==> src/rtl/pccard_lane_steer.sv <==
module pccard_lane_steer #(
  parameter int LANE_W = 8,
  parameter logic [LANE_W-1:0] NOT_VALID = '1
) (
  input  logic                  ce_lo_n,
  input  logic                  ce_hi_n,
  input  logic                  addr0,
  input  logic                  oe_n,
  input  logic                  we_n,
  input  logic                  attr_n,
  input  logic [2*LANE_W-1:0]   host_wdata,
  input  logic [LANE_W-1:0]     even_rdata,
  input  logic [LANE_W-1:0]     odd_rdata,
  output logic [2*LANE_W-1:0]   host_rdata,
  output logic                  drv_lo,
  output logic                  drv_hi,
  output logic                  even_wr,
  output logic                  odd_wr,
  output logic [LANE_W-1:0]     even_wdata,
  output logic [LANE_W-1:0]     odd_wdata
);

  localparam int BUS_W = 2 * LANE_W;

  logic mode_byte, mode_word, mode_odd;
  logic rd_cyc, wr_cyc;
  logic even_hit, odd_hit;
  logic [LANE_W-1:0] odd_src, lo_lane;

  assign mode_byte = !ce_lo_n &&  ce_hi_n;
  assign mode_word = !ce_lo_n && !ce_hi_n;
  assign mode_odd  =  ce_lo_n && !ce_hi_n;

  assign rd_cyc = !oe_n && we_n;
  assign wr_cyc = !we_n;

  assign odd_src = attr_n ? odd_rdata : NOT_VALID;
  assign lo_lane = (mode_byte && addr0) ? odd_src : even_rdata;

  assign drv_lo = rd_cyc && (mode_byte || mode_word);
  assign drv_hi = rd_cyc && (mode_word || mode_odd);

  assign host_rdata[LANE_W-1:0]     = drv_lo ? lo_lane : '0;
  assign host_rdata[BUS_W-1:LANE_W] = drv_hi ? odd_src : '0;

  assign even_hit = mode_word || (mode_byte && !addr0);
  assign odd_hit  = mode_word || mode_odd || (mode_byte && addr0);

  assign even_wr = wr_cyc && even_hit;
  assign odd_wr  = wr_cyc && odd_hit && attr_n;

  assign even_wdata = host_wdata[LANE_W-1:0];
  assign odd_wdata  = mode_byte ? host_wdata[LANE_W-1:0] : host_wdata[BUS_W-1:LANE_W];

  always_comb begin

    standby_quiet_chk: assert (!(ce_lo_n && ce_hi_n) || !(drv_lo || drv_hi || even_wr || odd_wr));

    byte_hi_idle_chk: assert (!(!ce_lo_n && ce_hi_n) || !drv_hi);

    drive_vs_strobe_chk: assert (!(even_wr || odd_wr) || !(drv_lo || drv_hi));

    strobe_needs_we_chk: assert (!we_n || !(even_wr || odd_wr));

    attr_odd_wr_chk: assert (attr_n || !odd_wr);

    attr_hi_invalid_chk: assert (attr_n || !drv_hi || host_rdata[BUS_W-1:LANE_W] == NOT_VALID);
  end

endmodule

==> config.mk <==
export PLATFORM = sky130hd
export DESIGN_NAME = pccard_lane_steer
export DESIGN_NICKNAME = d
export VERILOG_FILES = /design/src/rtl/pccard_lane_steer.sv
export SDC_FILE = /design/constraint.sdc
export NUM_CORES = 1
export LEC_CHECK = 0
export BUFFER_PORTS_ARGS = -buffer_cell sky130_fd_sc_hd__buf_2
export CAP_MARGIN = 20
export CORE_MARGIN = 1
export CORE_UTILIZATION = 32
export DETAILED_ROUTE_END_ITERATION = 6
export PLACE_DENSITY = 0.93
export SYNTH_ARGS = -nofsm -noshare
export SYNTH_HDL_FRONTEND = slang
export SYNTH_SLANG_ARGS = --single-unit
export TNS_END_PERCENT = 20
==> constraint.sdc <==
create_clock -name vclk -period 2.2
set_clock_uncertainty 0.05 [all_clocks]
set_input_delay 0.11 -clock vclk [all_inputs]
set_output_delay 0.11 -clock vclk [all_outputs]
set_load 0.02 [all_outputs]
* Yosys cells after proc, flatten, opt, wreduce, memory -nomap -nowiden
Cells that the tools add are included.
** Cells by class
- Muxes and demuxes :: 5
- Reduce and logical (&&, ||, !) cells :: 20
** Operator list (count)
- 8-bit 2-to-1 mux :: 5
- 1-bit logical AND :: 11
- 1-bit logical NOT :: 5
- 1-bit logical OR :: 4
** Storage, ports and cells
- Bits in registers :: 0
- Logic and storage cells :: 25
- Input port bits :: 38

* Longest topological paths before layout
Gate-level depths: netlist of the first run.
- Word-level depth :: 6
- Mapped depth :: 3
- Depth with buffers taken out :: 2

* Worst setup path after synthesis of the first run
Ideal clock, no wire load.
- Path type :: input port to output port
- Start :: input port ce_hi_n
- End :: output port host_rdata[10]
- Slack :: 1096 ps
- Data arrival time :: 944 ps
- Data required time :: 2040 ps
- Cell stages on the path :: 3
- Buffers on the path :: 1
- Cells stage by stage :: or3b_1 > buf_6 > nor2b_1
** Between the ends
- Longest elaborated chain between the ends :: 5
- Elaborated cells between the ends (all ways) :: 6
- Classes of those cells :: 1 x mux; 5 x reduce/logical
** RTL lines
- start, declared :: RTL line 6 : input logic ce_hi_n,
- 1-bit logical NOT * :: RTL line 31, 32
- 1-bit logical AND, on equally long branches :: RTL line 31, 32
- 1-bit logical OR * :: RTL line 41 : assign drv_hi = rd_cyc && (mode_word || mode_odd);
- 1-bit logical AND * :: RTL line 41
- 8-bit 2-to-1 mux * :: RTL line 44 : assign host_rdata[BUS_W-1:LANE_W] = drv_hi ? odd_src : '0;
- end, declared :: RTL line 14 : output logic [2*LANE_W-1:0] host_rdata,
Every way passes the cells marked *; elsewhere a longest branch is shown, timed or not.

* Worst setup path in the final report of the first run
- Start :: input port ce_lo_n
- End :: output port odd_wdata[1]
** Between the ends
- Longest elaborated chain between the ends :: 3
** RTL lines
- start, declared :: RTL line 5 : input logic ce_lo_n,
- 1-bit logical NOT :: RTL line 30 : assign mode_byte = !ce_lo_n && ce_hi_n;
- 1-bit logical AND :: RTL line 30
- 8-bit 2-to-1 mux :: RTL line 53 : assign odd_wdata = mode_byte ? host_wdata[LANE_W-1:0] : host_wdata[BUS_W-1:LANE_W];
- end, declared :: RTL line 20 : output logic [LANE_W-1:0] odd_wdata
No other way between the ends.

==> impl_metrics.json, run 1 <==
{
  "seqPwrFrac": 0,
  "drt-pass1-iter-count": 3,
  "synthTopCellsByArea": "mux2_2, o221a_2, buf_4",
  "clkPwrFrac": 0,
  "crit_type": "in2out",
  "worstPathMaxFanout": 8,
  "num_vias": 609,
  "drc": 0,
  "synth_warnings": 0,
  "globalplace.congestion": 0.653,
  "p_sw_mw": 0.0867,
  "hold_class": "in2out",
  "die_w_um": 39.7,
  "post_dp_cell_area_um2": 751,
  "initialDrtViolationCount": 7,
  "fin_cells": 131,
  "cp.required_ns": 2.04,
  "syn_inst": 53,
  "die-area_um2": 1580,
  "maxCapViolCount": 0,
  "final_hold_viol_count": 0,
  "antenna_cells": 0,
  "num_rows": 13,
  "fin_tns_setup_ns": 0,
  "min_delay_path_depth": 2,
  "syn_area_um2": 455,
  "grt_pass1_vias": 485,
  "grt_max_degree": 10,
  "fin_ws_ns": 0.905,
  "die_h_um": 39.7,
  "synth_cell_types": 16,
  "synth_seq_area_share": 0,
  "synth_top_cell_area_share": 0.198,
  "nClkBuffers": 0,
  "drive_gt1_frac": 0.784,
  "nets": 156,
  "cts_hold_buf": 0,
  "arrival_ns": 1.14,
  "wl_met1_um": 566,
  "final-seq-area_um2": 0,
  "ios": 74,
  "post_cts_buffers": 0,
  "p_int_mw": 0.0714,
  "switching_share": 0.548,
  "grt_pass1_wl_um": 1880,
  "min_from": "host_wdata[6]",
  "layout_min_cycle_time_ns": 1.30,
  "tightest_slew_ns": 0.390,
  "final_antenna_net_count": 0,
  "slew_headroom": 0.740,
  "crit_path_start_kind": "input port",
  "fin_area_um2": 751,
  "synth_top_cells_by_count": "buf_4, mux2_2, nand2b_1, nor2b_1, o221a_2",
  "fmax_mhz": 772,
  "grt_setup_unrepaired": "no",
  "avgSynthCellArea_um2": 8.59,
  "power.density_nw_per_um2": 210,
  "end_kind": "output port",
  "maxSlewViolCount": 0,
  "top_layer_used": "met3",
  "multiInputGateArea_um2": 358,
  "pre_cts_slack_ns": 0.902,
  "finalCritPeriodShare": 0.589,
  "ir_drop_uv": 119,
  "place_inst": 131,
  "synth_top_area_cell": "mux2_2",
  "antenna_found_initial": 0,
  "area_growth_pct": 64.8,
  "gr-total-overflow": 0,
  "power.leakage_nw": 0.455,
  "totalWireLength_um": 1500,
  "cts_resized": 0,
  "synth_nets": 91,
  "combPwrFrac": 1.000,
  "wl_met2_um": 850,
  "nFlopsAndLatches": 0,
  "wl_per_cell_um": 11.4,
  "initial_core_util": 0.346,
  "whs_endpoint": "even_wdata[6]",
  "dr_wl_met3_um": 81,
  "outcome": "completed",
  "gr-usage-all-layers": 0.167,
  "coreArea_um2": 1320,
  "fillers": 127,
  "port_buffers": 74,
  "vias_per_cell": 4.65,
  "setup_violations": 0
}
-- worst max path at each step --
stage | start | endpoint | slack [ns] | depth (start not counted)
2_1_floorplan | ce_hi_n | host_rdata[10] | 1.10 | 3
3_3_place_gp | ce_hi_n | host_rdata[11] | 0.96 | 4
3_5_place_dp | ce_lo_n | odd_wdata[1] | 0.90 | 4
4_1_cts | ce_lo_n | odd_wdata[1] | 0.90 | 4
5_1_grt | ce_lo_n | odd_wdata[0] | 0.84 | 4
6_report | ce_lo_n | odd_wdata[1] | 0.90 | 4
-- cells by family (layout without fill, tap and decap cells) --
group | count (synthesis) | after routing | synth area share
AND/OR/NAND/NOR | 23 | 23 | 0.363
buffers and inverters | 12 | 75 | 0.214
AO/OA/AOI/OAI | 10 | 10 | 0.225
multiplexers | 8 | 8 | 0.198
-- metrics by stage --
stage | hold slack, ns | util | total power, mW
finish | 0.402 | 0.570 | 0.158
global route | 0.411 | 0.570 | 0.173
detailed placement | 0.403 | 0.570 | 0.159
global placement | 0.397 | 0.570 | 0.155
CTS | 0.403 | 0.570 | 0.160
floorplan | 0.223 | - | 0.102
-- routing by layer --
metal	vias up	track usage
met1	270	0.201
li1	314	-
met4	0	0
met5	-	0
met2	25	0.340
met3	0	0
-- cells in the final DEF, fill, tap and decap left out, drive strengths merged --
cell type,count
a21oi,1
or2b,3
inv,1
buf,74
or3b,1
nand2b,8
nand2,1
nor2b,8
a211oi,1
nor3b,1
and3b,1
o221a,8
mux2,8
-- worst max-delay path: stages --
cell,delay [ns]
buf_2,0.14
nand2b_1,0.35
mux2_2,0.38
buf_2,0.16
-- power by group through the flow --
stage / combinational [mW] / clock, mW / sequential [mW]
global placement: 0.155 / 0 / 0
floorplan: 0.102 / 0 / 0
detailed placement: 0.159 / 0 / 0
CTS: 0.160 / 0 / 0
global route: 0.173 / 0 / 0
finish: 0.158 / 0 / 0
-- final cells by class --
type	instances	share of cell area
tap	15	0.0250
multi-input combinational	41	0.477
inverter	1	0.00500
timing repair buffer	74	0.493
No activity file was read; power rests on OpenSTA's default activity.
==> run 2: changes to the inputs <==
--- a/config.mk
+++ b/config.mk
@@ -8,9 +8,9 @@
 export BUFFER_PORTS_ARGS = -buffer_cell sky130_fd_sc_hd__buf_2
 export CAP_MARGIN = 20
 export CORE_MARGIN = 1
-export CORE_UTILIZATION = 32
+export CORE_UTILIZATION = 30
 export DETAILED_ROUTE_END_ITERATION = 6
-export PLACE_DENSITY = 0.93
+export PLACE_DENSITY = 0.88
 export SYNTH_ARGS = -nofsm -noshare
 export SYNTH_HDL_FRONTEND = slang
 export SYNTH_SLANG_ARGS = --single-unit
==> constraint.sdc (replaced) <==
create_clock -name vclk -period 1.3
set_clock_uncertainty 0.05 [all_clocks]
set_input_delay 0.065 -clock vclk [all_inputs]
set_output_delay 0.065 -clock vclk [all_outputs]
set_load 0.02 [all_outputs]
==> run 2 against run 1 <==
Compared with the run above: non-clock buffer count unchanged; sequential share of layout area did not move; worst hold slack worse by 0.091 ns; largest power group unchanged; highest routed layer unchanged; combinational power is 69% higher.
==> impl_metrics.json, run 2 (synthesis results as in run 1) <==
{
  "num_rows": 13,
  "die_w_um": 41.0,
  "final_antenna_net_count": 0,
  "gr-total-overflow": 0,
  "maxCapViolCount": 0,
  "whs_endpoint": "even_wdata[7]",
  "ir_drop_uv": 185,
  "antenna_found_initial": 0,
  "grt_pass1_vias": 472,
  "cpPeakStageDelay_ns": 0.38,
  "nets": 156,
  "arrival_ns": 1.09,
  "power.leakage_nw": 0.455,
  "final_hold_viol_count": 0,
  "initialDrtViolationCount": 7,
  "crit_type": "in2out",
  "min_from": "host_wdata[7]",
  "area_growth_pct": 64.8,
  "fin_tns_setup_ns": 0,
  "drive_gt1_frac": 0.784,
  "worstPathMaxFanout": 8,
  "grt_pass1_wl_um": 1880,
  "end_kind": "output port",
  "tightest_slew_ns": 0.380,
  "hold_class": "in2out",
  "min_delay_path_depth": 2,
  "top_layer_used": "met3",
  "cp.required_ns": 1.19,
  "wl_met2_um": 876,
  "grt_setup_unrepaired": "no",
  "globalplace.congestion": 0.616,
  "cts_resized": 0,
  "vias_per_cell": 4.60,
  "fillers": 133,
  "cts_hold_buf": 0,
  "initial_core_util": 0.337,
  "crit_slowest_cell": "mux2_2",
  "final_common_cell": "buf_2",
  "worstPathCellList": "buf_2, nand2b_1, mux2_2, buf_2",
  "antenna_cells": 0,
  "postLayoutCoreUtil": 0.556,
  "wl_per_cell_um": 11.7,
  "place_hpwl_um": 1350,
  "wl_met1_um": 581,
  "fmax_mhz": 829,
  "num_vias": 602,
  "drc": 0,
  "totalWireLength_um": 1540,
  "gr-usage-all-layers": 0.161,
  "nFlopsAndLatches": 0,
  "die_h_um": 41.0,
  "post_cts_buffers": 0,
  "mostFrequentLayoutCells": "buf_2, nand2b_1, mux2_2, nor2b_1, o221a_2",
  "coreArea_um2": 1350,
  "nClkBuffers": 0,
  "path_buf_inv": 2,
  "setup_violations": 0,
  "final-seq-area_um2": 0,
  "maxSlewViolCount": 0,
  "ios": 74,
  "outcome": "completed",
  "slew_headroom": 0.746,
  "port_buffers": 74,
  "critical_path.most_common_cell": "buf_2",
  "layout_min_cycle_time_ns": 1.21,
  "finalCritPeriodShare": 0.928,
  "power.density_nw_per_um2": 356,
  "drt-pass1-iter-count": 4,
  "grt_max_degree": 10,
  "crit_path_start_kind": "input port",
  "die-area_um2": 1680,
  "critPathTopFamily": "multiplexers",
  "dr_wl_met3_um": 80
}
==> run 2: worst max-delay path by stage <==
| stage | start | end | slack, ns | depth (start not counted) |
|---|---|---|---|---|
| floorplan | ce_hi_n | host_rdata[10] | 0.29 | 3 |
| global placement | ce_lo_n | odd_wdata[4] | 0.14 | 4 |
| detailed placement | ce_lo_n | odd_wdata[0] | 0.11 | 4 |
| CTS | ce_lo_n | odd_wdata[0] | 0.10 | 4 |
| global route | ce_hi_n | host_rdata[11] | 0.05 | 4 |
| finish | ce_lo_n | odd_wdata[3] | 0.09 | 4 |
==> run 2: power breakdown <==
group | total (mW) | switching, mW | internal [mW]
logic | 0.267 | 0.146 | 0.121
clock network | 0 | 0 | 0
registers | 0 | 0 | 0
==> run 2: layout make-up <==
class / instances / area [um^2] / share of cell area
tap: 15 / 18.8 / 0.0250
timing repair buffer: 74 / 370 / 0.493
inverter: 1 / 3.75 / 0.00500
multi-input combinational: 41 / 358 / 0.477
==> run 2: metal layers <==
| layer | up-vias | track usage |
|---|---|---|
| met5 | - | 0 |
| met4 | 0 | 0 |
| met3 | 0 | 0 |
| met2 | 25 | 0.324 |
| met1 | 264 | 0.196 |
| li1 | 313 | - |
==> run 2: metrics by stage <==
step / area (um^2) / hold slack, ns / setup slack (ns) / total power, mW / cells
finish: 751 / 0.311 / 0.0942 / 0.267 / 131
global route: 751 / 0.328 / 0.0475 / 0.293 / 131
CTS: 751 / 0.312 / 0.102 / 0.269 / 131
detailed placement: 751 / 0.312 / 0.105 / 0.269 / 131
global placement: 751 / 0.308 / 0.145 / 0.262 / 131
floorplan: 455 / 0.133 / 0.286 / 0.173 / 53
